===== config.mk =====
export PLATFORM = sky130hd
export DESIGN_NAME = pmb_addr_resolver
export DESIGN_NICKNAME = d
export VERILOG_FILES = /design/src/rtl/pmb_addr_pkg.sv /design/src/rtl/pmb_addr_compose.sv /design/src/rtl/pmb_addr_match.sv /design/src/rtl/pmb_addr_resolver.sv
export SDC_FILE = /design/constraint.sdc
export NUM_CORES = 1
export LEC_CHECK = 0
export ABC_AREA = 1
export BUFFER_PORTS_ARGS = -buffer_cell sky130_fd_sc_hd__buf_4
export CAP_MARGIN = 25
export CORE_UTILIZATION = 55
export CTS_BUF_LIST = sky130_fd_sc_hd__clkbuf_8
export CTS_CLUSTER_SIZE = 12
export DETAILED_ROUTE_END_ITERATION = 6
export PLACE_DENSITY = 0.82
export SLEW_MARGIN = 20
export SYNTH_ARGS = -nofsm -noshare
export SYNTH_HDL_FRONTEND = slang
export SYNTH_SLANG_ARGS = --single-unit

===== constraint.sdc =====
create_clock -name clk -period 1.7 [get_ports clk]
set_input_delay 0.17 -clock clk [delete_from_list [all_inputs] [get_ports clk]]
set_output_delay 0.17 -clock clk [all_outputs]
set_load 0.005 [all_outputs]

===== src/rtl/pmb_addr_pkg.sv =====
package pmb_addr_pkg;

    localparam int ADDR_W = 7;
    localparam int LO_W   = 4;
    localparam int HI_W   = ADDR_W - LO_W;

    localparam logic [ADDR_W-1:0] GLOB_FLAT  = 7'h5A;
    localparam logic [ADDR_W-1:0] GLOB_PAGED = 7'h5B;
    localparam logic [ADDR_W-1:0] FAULT_ADDR = 7'h7C;
    localparam logic [7:0]        SLOT_OFF   = 8'h80;
    localparam logic [LO_W-1:0]   ADD_MAX    = 4'd8;

    localparam int K_DEV  = 0;
    localparam int K_CHAN = 1;
    localparam int K_RAIL = 2;
    localparam int K_GLOB = 3;
    localparam int K_N    = 4;

    typedef enum logic [1:0] {
        CFG_BASE = 2'd0,
        CFG_RAIL = 2'd1,
        CFG_CHAN = 2'd2,
        CFG_NONE = 2'd3
    } cfg_sel_e;

    typedef struct packed {
        logic           hit;
        logic [K_N-1:0] kind;
        logic           paged;
        logic           fixv;
        logic           rw;
    } match_t;

endpackage


===== src/rtl/pmb_addr_compose.sv =====
module pmb_addr_compose
    import pmb_addr_pkg::*;
#(
    parameter bit              ADD_MODE = 1'b0,
    parameter bit              DUAL_SEL = 1'b1,
    parameter logic [ADDR_W-1:0] BASE_RST = 7'h5C
) (
    input  logic [ADDR_W-1:0] base_i,
    input  logic              lo_vld_i,
    input  logic [LO_W-1:0]   lo_code_i,
    input  logic              hi_vld_i,
    input  logic [HI_W-1:0]   hi_code_i,
    input  logic              fault_i,
    output logic [ADDR_W-1:0] addr_o
);

    generate
        if (ADD_MODE) begin : g_add
            logic [LO_W-1:0] step;
            logic            unused_hi;
            assign unused_hi = ^{hi_vld_i, hi_code_i};
            always_comb begin
                step   = (lo_vld_i && (lo_code_i <= ADD_MAX)) ? lo_code_i : '0;
                addr_o = fault_i ? BASE_RST
                                 : base_i + {{(ADDR_W-LO_W){1'b0}}, step};
            end
        end else begin : g_rep
            logic [HI_W-1:0] top;
            logic [LO_W-1:0] bot;
            if (DUAL_SEL) begin : g_dual
                assign top = hi_vld_i ? hi_code_i : base_i[ADDR_W-1:LO_W];
            end else begin : g_single
                logic unused_hi;
                assign unused_hi = ^{hi_vld_i, hi_code_i};
                assign top = base_i[ADDR_W-1:LO_W];
            end
            assign bot    = lo_vld_i ? lo_code_i : base_i[LO_W-1:0];
            assign addr_o = fault_i ? FAULT_ADDR : {top, bot};
        end
    endgenerate

endmodule


===== src/rtl/pmb_addr_match.sv =====
module pmb_addr_match
    import pmb_addr_pkg::*;
(
    input  logic              vld_i,
    input  logic [7:0]        byte_i,
    input  logic [ADDR_W-1:0] eff_i,
    input  logic [7:0]        rail_i,
    input  logic [7:0]        chan_i,
    input  logic              fault_i,
    output match_t            res_o
);

    logic [ADDR_W-1:0] a;
    logic dev_h, chan_h, rail_h, flat_h, paged_h;

    always_comb begin
        a       = byte_i[7:1];
        dev_h   = (a == eff_i);
        chan_h  = !fault_i && (chan_i != SLOT_OFF) && (a == chan_i[ADDR_W-1:0]);
        rail_h  = !fault_i && (rail_i != SLOT_OFF) && (a == rail_i[ADDR_W-1:0]);
        flat_h  = (a == GLOB_FLAT);
        paged_h = (a == GLOB_PAGED);

        res_o = '0;
        if (vld_i) begin
            res_o.rw = byte_i[0];
            if (dev_h) begin
                res_o.kind[K_DEV] = 1'b1;
                res_o.paged       = 1'b1;
            end else if (chan_h) begin
                res_o.kind[K_CHAN] = 1'b1;
                res_o.fixv         = 1'b1;
            end else if (rail_h) begin
                res_o.kind[K_RAIL] = 1'b1;
                res_o.paged        = 1'b1;
            end else if (flat_h || paged_h) begin
                res_o.kind[K_GLOB] = 1'b1;
                res_o.paged        = paged_h;
            end
            res_o.hit = |res_o.kind;
        end
    end

endmodule


===== src/rtl/pmb_addr_resolver.sv =====
module pmb_addr_resolver
    import pmb_addr_pkg::*;
#(
    parameter bit                ADD_MODE  = 1'b0,
    parameter bit                DUAL_SEL  = 1'b1,
    parameter logic [ADDR_W-1:0] BASE_RST  = 7'h5C,
    parameter int                PAGE_W    = 2,
    parameter logic [PAGE_W-1:0] CHAN_PAGE = 2'd1
) (
    input  logic              clk,
    input  logic              rst_n,
    input  logic              reinit_i,
    input  logic              apply_i,
    input  logic              cfg_we_i,
    input  logic [1:0]        cfg_sel_i,
    input  logic [7:0]        cfg_wdata_i,
    input  logic              pin_lo_vld_i,
    input  logic [3:0]        pin_lo_code_i,
    input  logic              pin_hi_vld_i,
    input  logic [2:0]        pin_hi_code_i,
    input  logic              crc_bad_i,
    input  logic              addr_vld_i,
    input  logic [7:0]        addr_byte_i,
    output logic              hit_o,
    output logic [3:0]        kind_o,
    output logic              paged_o,
    output logic              fix_page_vld_o,
    output logic [PAGE_W-1:0] fix_page_o,
    output logic              rw_o,
    output logic [6:0]        eff_addr_o
);

    typedef struct packed {
        logic [ADDR_W-1:0] eff;
        logic [ADDR_W-1:0] base;
        logic [7:0]        rail;
        logic [7:0]        chan;
        logic              fault;
        logic              pend;
        match_t            res;
    } state_t;

    state_t st_d, st_q;

    logic              init_now;
    logic              fault_use;
    logic [ADDR_W-1:0] comp_addr;
    match_t            mres;
    cfg_sel_e          sel;

    assign init_now  = st_q.pend || reinit_i;
    assign fault_use = init_now ? crc_bad_i : st_q.fault;
    assign sel       = cfg_sel_e'(cfg_sel_i);

    pmb_addr_compose #(
        .ADD_MODE (ADD_MODE),
        .DUAL_SEL (DUAL_SEL),
        .BASE_RST (BASE_RST)
    ) u_compose (
        .base_i    (st_q.base),
        .lo_vld_i  (pin_lo_vld_i),
        .lo_code_i (pin_lo_code_i),
        .hi_vld_i  (pin_hi_vld_i),
        .hi_code_i (pin_hi_code_i),
        .fault_i   (fault_use),
        .addr_o    (comp_addr)
    );

    pmb_addr_match u_match (
        .vld_i   (addr_vld_i),
        .byte_i  (addr_byte_i),
        .eff_i   (st_q.eff),
        .rail_i  (st_q.rail),
        .chan_i  (st_q.chan),
        .fault_i (st_q.fault),
        .res_o   (mres)
    );

    always_comb begin
        st_d      = st_q;
        st_d.pend = 1'b0;
        st_d.res  = mres;
        if (init_now) begin
            st_d.eff   = comp_addr;
            st_d.fault = crc_bad_i;
        end else if (apply_i) begin
            st_d.eff = comp_addr;
        end
        if (cfg_we_i) begin
            case (sel)
                CFG_BASE: st_d.base = cfg_wdata_i[ADDR_W-1:0];
                CFG_RAIL: st_d.rail = cfg_wdata_i;
                CFG_CHAN: st_d.chan = cfg_wdata_i;
                default:  ;
            endcase
        end
    end

    always_ff @(posedge clk or negedge rst_n) begin
        if (!rst_n) begin
            st_q       <= '0;
            st_q.eff   <= BASE_RST;
            st_q.base  <= BASE_RST;
            st_q.rail  <= SLOT_OFF;
            st_q.chan  <= SLOT_OFF;
            st_q.pend  <= 1'b1;
        end else begin
            st_q <= st_d;
        end
    end

    logic dbg_pend_w, dbg_fault_w;
    assign dbg_pend_w  = st_q.pend;
    assign dbg_fault_w = st_q.fault;

    assign hit_o          = st_q.res.hit;
    assign kind_o         = st_q.res.kind;
    assign paged_o        = st_q.res.paged;
    assign fix_page_vld_o = st_q.res.fixv;
    assign fix_page_o     = st_q.res.fixv ? CHAN_PAGE : '0;
    assign rw_o           = st_q.res.rw;
    assign eff_addr_o     = st_q.eff;

endmodule


Word-level counts from Yosys, hierarchy flattened
Cells that the tools add are included.
- register bits: 40
- input port bits: 34
- output and inout port bits: 17
- word-level logic and storage cells: 55
- eq/ne operators: 9
- mux-type cells: 22
- reduce and logical (&&, ||, !) cells: 13
- operators by type and width (kind ; number):
    equality test 7 bit ; 3
    2-to-1 mux 7 bit ; 3
    != test 8 bit (second input constant) ; 2
    equality test 7 bit (second input constant) ; 2
    2-to-1 mux 1 bit ; 13
    2-to-1 mux 3 bit ; 3
    2-to-1 mux 8 bit ; 1
    AND reduction 2 bit ; 3
    logical AND 1 bit ; 4
    2-to-1 mux 4 bit ; 1
    OR reduction 4 bit ; 1
    equality test 2 x 1 -> 1 bit (second input constant) ; 1
    equality test 2 bit (second input constant) ; 1
    zero test 2 bit ; 1
    logical OR 1 bit ; 2
    2-to-1 mux 2 bit ; 1
    nonzero test 2 bit ; 1
    zero test 1 bit ; 1

Logic depth before layout (Yosys ltp)
Gate-level depths: netlist of the first run.
- word-level depth: 9
- depth in mapped cells: 10
- mapped depth without buffers: 10

Modules after synthesis
From an unflattened synthesis of the first run, not the netlist that was laid out.
- cells, all modules: 323
- area total of the unflattened synthesis: 2324.7 µm²
- by module, submodules not included (module ; times used ; cells each ; area an instance (µm²) ; sequential area each (µm²)):
    pmb_addr_resolver ; 1 ; 161 ; 1664.1 ; 1014.7
    pmb_addr_match ; 1 ; 134 ; 549.3 ; 0.0
    pmb_addr_compose ; 1 ; 28 ; 111.4 ; 0.0

Worst setup path after synthesis of the first run
No wires, ideal clock.
- path type: register to register
- from: reg st_q (netlist bit dbg_pend_w)
- to: reg st_q (netlist bit eff_addr_o[5])
- library setup time: 0.138 ns
- arrival time: 1.073 ns
- required time: 1.562 ns
- slack: 0.489 ns
- stages on the path, launching flop included: 6
- buffers on the path: 0
- period minus slack after synthesis: 1.211 ns
- cell sequence: dfstp_2 > nor2_1 > o21ai_0 > clkinv_1 > a21oi_1 > a31oi_1
- cells in the longest elaborated chain, start to end: 5
- elaborated cells between the ends (all ways): 6
- those cells by class: mux: 4; reduce/logical: 2
- RTL lines (element ; RTL line ; RTL):
    start: declaration ; pmb_addr_resolver.sv:43 ; state_t st_d, st_q;
    start signal: assignment ; pmb_addr_resolver.sv:108 ; st_q <= st_d;
    logical OR 1 bit (*) ; pmb_addr_resolver.sv:51 ; assign init_now = st_q.pend || reinit_i;
    2-to-1 mux 1 bit (*) ; -- ;
    net fault_use ; pmb_addr_resolver.sv:46 ; logic fault_use;
    2-to-1 mux 7 bit (*) ; pmb_addr_compose.sv:38 ; assign addr_o = fault_i ? FAULT_ADDR : {top, bot};
    2-to-1 mux 7 bit ; pmb_addr_resolver.sv:86 ; end else if (apply_i) begin
    2-to-1 mux 7 bit (*) ; pmb_addr_resolver.sv:83 ; if (init_now) begin
Mark *: on every way through the listed nets, which the timed path passes. The rest lies on a longest branch. The select of a mux whose other input is x is not followed.
A chain may end at the register's enable or synchronous reset.

Worst setup path after layout of the first run
Same ends and word-level chain as after synthesis.

==> results of run 1 <==
per-layer routing:
| metal | share of wire, % | track usage [%] | vias to the layer above |
|---|---|---|---|
| met5 | 0 | 0 | - |
| met4 | 1.2 | 8.89 | 0 |
| met3 | 5.6 | 5.00 | 6 |
| met2 | 49 | 41.6 | 51 |
| met1 | 44 | 29.5 | 823 |
| li1 | - | - | 971 |
cells by family after synthesis:
group / count (synthesis) / share of synthesized area, %
flops: 39 / 46.5
compound gates: 40 / 10.1
other cells: 1 / 0.176
simple gates: 147 / 28.1
xor+xnor: 3 / 1.24
buf+inv: 66 / 13.9
worst max-delay path, delay by kind of cell, from the launching register on:
family	cells	cell delay, ns
flip-flops	1	0.53
AO/OA/AOI/OAI	3	0.43
buffers and inverters	1	0.23
AND/OR/NAND/NOR	1	0.06
synthesized netlist by cell type:
| cell | count |
|---|---|
| nor2_1 | 23 |
| o21ai_0 | 25 |
| dfrtp_1 | 28 |
| nand4_1 | 1 |
| o22ai_1 | 2 |
| nand3_1 | 11 |
| inv_2 | 4 |
| dfstp_2 | 11 |
| a21oi_1 | 6 |
| inv_1 | 43 |
| a31oi_1 | 5 |
| nor3_1 | 3 |
| o211ai_1 | 2 |
| clkbuf_1 | 4 |
| nand3b_1 | 1 |
| xnor2_1 | 3 |
| clkinv_1 | 2 |
| or2_2 | 2 |
| conb_1 | 1 |
| nor2_2 | 4 |
| nand3_2 | 1 |
| nand2_1 | 101 |
| buf_4 | 13 |
where the power goes:
part           internal [mW]  switching (mW)  leakage [nW]
sequential              1.07           0.104         0.472
clock                  0.436           0.322        0.0581
combinational          0.208           0.247         0.877
total                   1.71           0.673          1.41
path summary, 6_finish.rpt:
path,start,end
min in group asynchronous,rst_n,eff_addr_o[0]
hold reg to reg,st_q[25],st_q[25]
setup / recovery,dbg_pend_w,eff_addr_o[5]
max in group asynchronous,rst_n,st_q[25]
hold / removal,addr_byte_i[0],rw_o
setup reg to reg,dbg_pend_w,eff_addr_o[5]
repair_timing:
action                                 4_1_cts  5_1_grt
gates resized for setup                      0        0
hold buffers                                 1        0
endpoints found under the hold margin       28        0
flip-flops by register name (all words and copies together), names as in the netlist:
register / cells
dbg_fault_w: 1
dbg_pend_w: 1
eff_addr_o: 7
hit_o: 1
kind_o: 4
paged_o: 1
rw_o: 1
st_q: 23
metrics by stage:
step | total power [mW] | worst slack [ns] | instance area [um^2] | util, % | cells
after floorplan | 1.46 | 0.489 | 2130 | - | 297
after global placement | 1.62 | 0.373 | 2450 | 66.3 | 377
after detailed placement | 1.64 | 0.326 | 2450 | 66.3 | 377
after CTS | 2.41 | 0.315 | 2570 | 69.6 | 386
after global routing | 2.53 | 0.136 | 2570 | 69.6 | 386
final | 2.38 | 0.330 | 2570 | 69.6 | 386
final cells by class:
class	instances	area [um^2]	area share, %
Inverter	49	184	7.16
Tap cell	48	60.1	2.34
Clock buffer	5	68.8	2.68
Multi-Input combinational cell	192	845	32.9
Timing Repair Buffer	50	378	14.7
Sequential cell	39	990	38.5
Clock inverter	3	43.8	1.70
==> results.json, run 1 <==
{
  "n_fill_cell": 336,
  "synth_top_cell_area_share_pct": 32.9,
  "insertedDiodeCount": 0,
  "cts_root_buf": "clkbuf_8",
  "drive_above_1_share_pct": 23.4,
  "grt.total_usage_pct": 24.1,
  "grt-ovfl-total": 0,
  "fin_hold_ws_ns": 0.0682,
  "vdd_drop_max_uv": 508,
  "hold_depth": 3,
  "grt_pass1_wl_mm": 7.57,
  "tightestPinTransition_ns": 0.508,
  "die_area_um2": 4120,
  "layout_commonest_cell": "nand2_1",
  "layout_common_cells": "nand2_1 (101), buf_4 (49), inv_1 (43)",
  "cpMaxStageDelayCell": "dfstp_2",
  "yosysTopAreaCell": "dfrtp_1",
  "hpwl_mm": 3.43,
  "powerDensity_nw_per_um2": 928,
  "fin_setup_tns_ns": 0,
  "ant_nets": 0,
  "rsz0062_at_grt": "no",
  "mappedNetlistArea_um2": 2130,
  "vias": 1851,
  "port_buffers": 49,
  "fp.dieW_um": 64.2,
  "status": "finished, final reports clean",
  "maxSlewViolCount": 0,
  "yosys.cell_types.count": 23,
  "clk-insertion-delay-late_ns": 0.29,
  "routed_wl_mm": 4.40,
  "ys_ff_latch": 39,
  "firstDrtPassIters": 4,
  "r2r_slack_ns": 0.33,
  "worstSetupPathType": "reg -> reg",
  "initial_core_util_pct": 57.7,
  "yosysWarnings": 0,
  "coreArea_um2": 3690,
  "num_rows": 22,
  "routed_via_density": 4.80,
  "gp_congestion": 0.863,
  "maxCapViolCount": 0,
  "fin_crit_ns": 1.37,
  "grt_max_degree": 40,
  "cpPeakStageDelay_ns": 0.53,
  "setup_violations": 0,
  "clk_path_buf_depth": 2,
  "ios": 51,
  "cts.reportedPaths.clkPinSlew_ns": 0.08,
  "syn_area_per_cell_um2": 7.19,
  "worst_clock_skew_ns": 0.00869,
  "final_hold_viol_count": 0,
  "htreeDepth": 2,
  "syn-instance-count": 296,
  "cp_data_required_time_ns": 1.86,
  "synth-seq-area-share_pct": 46.5,
  "post_drt_wl_per_cell_um": 11.4,
  "drt_iter0_markers": 103,
  "end_kind": "flip-flop",
  "cp_cell_sequence": "nor2_1 -> o21ai_0 -> clkinv_1 -> a21oi_1 -> a31oi_1",
  "antenna_found_initial": 0,
  "rr_worst_depth": 5,
  "cts_setup_buffers": 0,
  "worst_setup_path_start_kind": "flip-flop",
  "finalNetCount": 371,
  "fin_crit_sh_pct": 80.6,
  "cts_tree": "yes",
  "fp.dieH_um": 64.2,
  "grt_pass1_vias": 1761,
  "fmax_mhz": 730,
  "drc": 0,
  "min_path_type": "in -> reg",
  "synth_area_leaders": "dfrtp_1 (33%), nand2_1 (18%), dfstp_2 (14%), inv_1 (7.6%), o21ai_0 (5.9%)",
  "arrival_ns": 1.53,
  "p_leak_nw": 1.41,
  "cts_buffers": 5,
  "syn2layout_area_growth_pct": 20.8,
  "crit_fanout": 8,
  "maxSlewHeadroom_pct": 66.0,
  "cts_sinks": 39
}
Power figures use the tool's default switching activity.
==> inputs of run 2 (changes only) <==
--- a/config.mk
+++ b/config.mk
@@ -5,14 +5,14 @@
 export SDC_FILE = /design/constraint.sdc
 export NUM_CORES = 1
 export LEC_CHECK = 0
-export ABC_AREA = 1
+export ABC_AREA = 0
 export BUFFER_PORTS_ARGS = -buffer_cell sky130_fd_sc_hd__buf_4
 export CAP_MARGIN = 25
-export CORE_UTILIZATION = 55
+export CORE_UTILIZATION = 54
 export CTS_BUF_LIST = sky130_fd_sc_hd__clkbuf_8
 export CTS_CLUSTER_SIZE = 12
 export DETAILED_ROUTE_END_ITERATION = 6
-export PLACE_DENSITY = 0.82
+export PLACE_DENSITY = 0.81
 export SLEW_MARGIN = 20
 export SYNTH_ARGS = -nofsm -noshare
 export SYNTH_HDL_FRONTEND = slang
==> constraint.sdc (replaced) <==
create_clock -name clk -period 1.3 [get_ports clk]
set_input_delay 0.13 -clock clk [delete_from_list [all_inputs] [get_ports clk]]
set_output_delay 0.13 -clock clk [all_outputs]
set_load 0.005 [all_outputs]
==> run 2 against run 1 <==
- the run now ends with negative setup slack left
- power rose by 30%
- fmax down 9.2%
- clock power grew 3.3%
- register-to-register slack got worse by 0.54 ns
- core utilization increased by 7.9 points
- die area fell by 6.3%
- wire length down 1.1%
==> results.json, run 2 <==
{
  "crit_fanout": 2,
  "synth_area_leaders": "dfrtp_1 (36%), dfstp_2 (15%), mux2_2 (13%), xor2_1 (7.2%), buf_4 (5.0%)",
  "cts.reportedPaths.clkPinSlew_ns": 0.07,
  "pwr-share-clk_pct": 25.3,
  "fin_util_pct": 77.6,
  "maxCapViolCount": 0,
  "htreeDepth": 2,
  "rsz0062_at_grt": "yes",
  "worst_setup_path_start_kind": "flip-flop",
  "design_area_um2": 2630,
  "setup_violations": 6,
  "p_sw_mw": 0.870,
  "maxSlewHeadroom_pct": 61.1,
  "ys_ff_latch": 39,
  "syn-instance-count": 158,
  "initial_core_util_pct": 57.6,
  "fp.dieW_um": 62.1,
  "end_kind": "flip-flop",
  "fin_cells": 269,
  "synth_top_cell_area_share_pct": 35.9,
  "grt.total_usage_pct": 23.5,
  "yosys.cell_types.count": 38,
  "synthMostInstantiatedCell": "dfrtp_1",
  "post_drt_wl_per_cell_um": 16.2,
  "intPower_mw": 2.22,
  "syn_area_per_cell_um2": 12.4,
  "p_seq_share_pct": 50.8,
  "insertedDiodeCount": 0,
  "syn2layout_area_growth_pct": 34.6,
  "ys.flop_type": "dfrtp_1",
  "yosysWarnings": 0,
  "coreArea_um2": 3390,
  "pwr-share-comb_pct": 23.9,
  "p_sw_share_pct": 28.1,
  "powerDensity_nw_per_um2": 1180,
  "ant_nets": 0,
  "fin_crit_sh_pct": 116,
  "gp_congestion": 0.972,
  "synth_edf_count": 0,
  "routed_via_density": 5.19,
  "drt_iter0_markers": 52,
  "post_dp_cell_area_um2": 2410,
  "top_register": "st_q",
  "worst_clock_skew_ns": 0.00429,
  "p_leak_nw": 1.22,
  "clk_path_buf_depth": 2,
  "fin_setup_tns_ns": -0.852,
  "yosysTopAreaCell": "dfrtp_1",
  "maxSlewViolCount": 0,
  "cts_tree": "yes",
  "vias": 1396,
  "port_buffers": 49,
  "cts_sinks": 39,
  "layout_commonest_cell": "buf_4",
  "cts_buffers": 5,
  "dp.cells": 257,
  "fmax_mhz": 663,
  "antenna_found_initial": 0,
  "fin_hold_ws_ns": 0.0481,
  "drive_above_1_share_pct": 60.5,
  "drc": 0,
  "hpwl_mm": 3.17,
  "synth-seq-area-share_pct": 50.7,
  "mappedNetlistArea_um2": 1950,
  "fin_crit_ns": 1.51,
  "final_hold_viol_count": 0,
  "clk-insertion-delay-late_ns": 0.29,
  "arrival_ns": 1.69,
  "cts_root_buf": "clkbuf_8",
  "grt_pass1_vias": 1514,
  "num_rows": 21,
  "min_path_type": "in -> reg",
  "synth_commonest_cells": "dfrtp_1 (28), mux2_2 (23), xor2_1 (16), buf_4 (13), dfstp_2 (11)",
  "fp.dieH_um": 62.1,
  "tightestPinTransition_ns": 0.579,
  "layout_common_cells": "buf_4 (69), dfrtp_1 (28), mux2_2 (23)",
  "status": "finished, violations left",
  "violations": "negative setup slack",
  "die_area_um2": 3860,
  "largest_reg_flops": 23,
  "finalWorstSetupSlack_ns": -0.208,
  "grt_pass1_wl_mm": 6.79,
  "finalNetCount": 256,
  "vdd_drop_max_uv": 794,
  "routed_wl_mm": 4.35,
  "firstDrtPassIters": 4,
  "grt_max_degree": 40,
  "worstSetupPathType": "reg -> reg",
  "ios": 51,
  "cp_data_required_time_ns": 1.48,
  "grt-ovfl-total": 0,
  "async_flop_share_pct": 100
}
[run 2: cell types whose count changed after synthesis, sizes merged, moves of 16 or more]
cell,change
nand2,-97
inv,-44
o21ai,-24
mux2,+23
nor2,-19
xor2,+16
[run 2: worst paths after layout]
kind / endpoint / startpoint / slack [ns] / cells past startpoint
min in group asynchronous: kind_o[1] / rst_n / 0.35 / 2
hold / removal: rw_o / addr_byte_i[0] / 0.05 / 2
setup / recovery: hit_o / st_q[25] / -0.21 / 5
hold reg to reg: st_q[26] / st_q[26] / 0.51 / 1
max in group asynchronous: st_q[25] / rst_n / 0.59 / 2
setup reg to reg: hit_o / st_q[25] / -0.21 / 5
[run 2: layer usage]
metal | wire length [um] | global-route usage, % | part of all wire (%)
met3 | 228 | 6.07 | 5.2
met5 | 0 | 0 | 0
met2 | 2290 | 40.9 | 53
met1 | 1740 | 26.2 | 40
met4 | 94 | 12.5 | 2.2
[run 2: power by group through the flow]
stage               clock network, mW  registers, mW  logic (mW)
detailed placement                  0           1.58       0.670
finish                          0.783           1.57       0.738
CTS                             0.803           1.56       0.692
global route                    0.840           1.59       0.796
floorplan                           0           1.55       0.390
global placement                    0           1.57       0.650
[run 2: what timing repair did]
item,CTS,global route
resized for setup,6,12
buffers inserted,2,1
hold endpoints to repair,28,0
hold buffers,1,0
pin swaps,9,6
setup endpoints to repair,8,8
[run 2: worst max-delay path: stages (launching register included)]
cell and delay (ns):
dfstp_2 0.53, nor4b_4 0.22, a21oi_2 0.10, o2111ai_2 0.19, nand2_1 0.12, o31a_1 0.25
[run 2: logic make-up (layout without fill, tap and decap cells)]
family / count (synthesis) / in the layout / synth area share, %
other: 1 / 2 / 0.192
AO/OA/AOI/OAI: 12 / 12 / 4.55
buffers and inverters: 19 / 83 / 6.53
multiplexers: 31 / 31 / 17.4
AND/OR/NAND/NOR: 36 / 36 / 11.7
XOR/XNOR: 20 / 20 / 8.97
flip-flops: 39 / 39 / 50.7
[run 2: per-stage QoR]
step / worst slack, ns / power (mW)
floorplan: -0.144 / 1.94
global placement: -0.222 / 2.22
detailed placement: -0.290 / 2.25
CTS: -0.224 / 3.06
global route: -0.275 / 3.23
finish: -0.208 / 3.09
[run 2: cell type report]
class                           instances  area, um^2
Multi-Input combinational cell        101         936
Inverter                                3        11.3
Fill cell                             221         761
Sequential cell                        39         990
Tap cell                               46        57.6
Timing Repair Buffer                   72         551
Clock buffer                            5        68.8
Clock inverter                          3        15.0
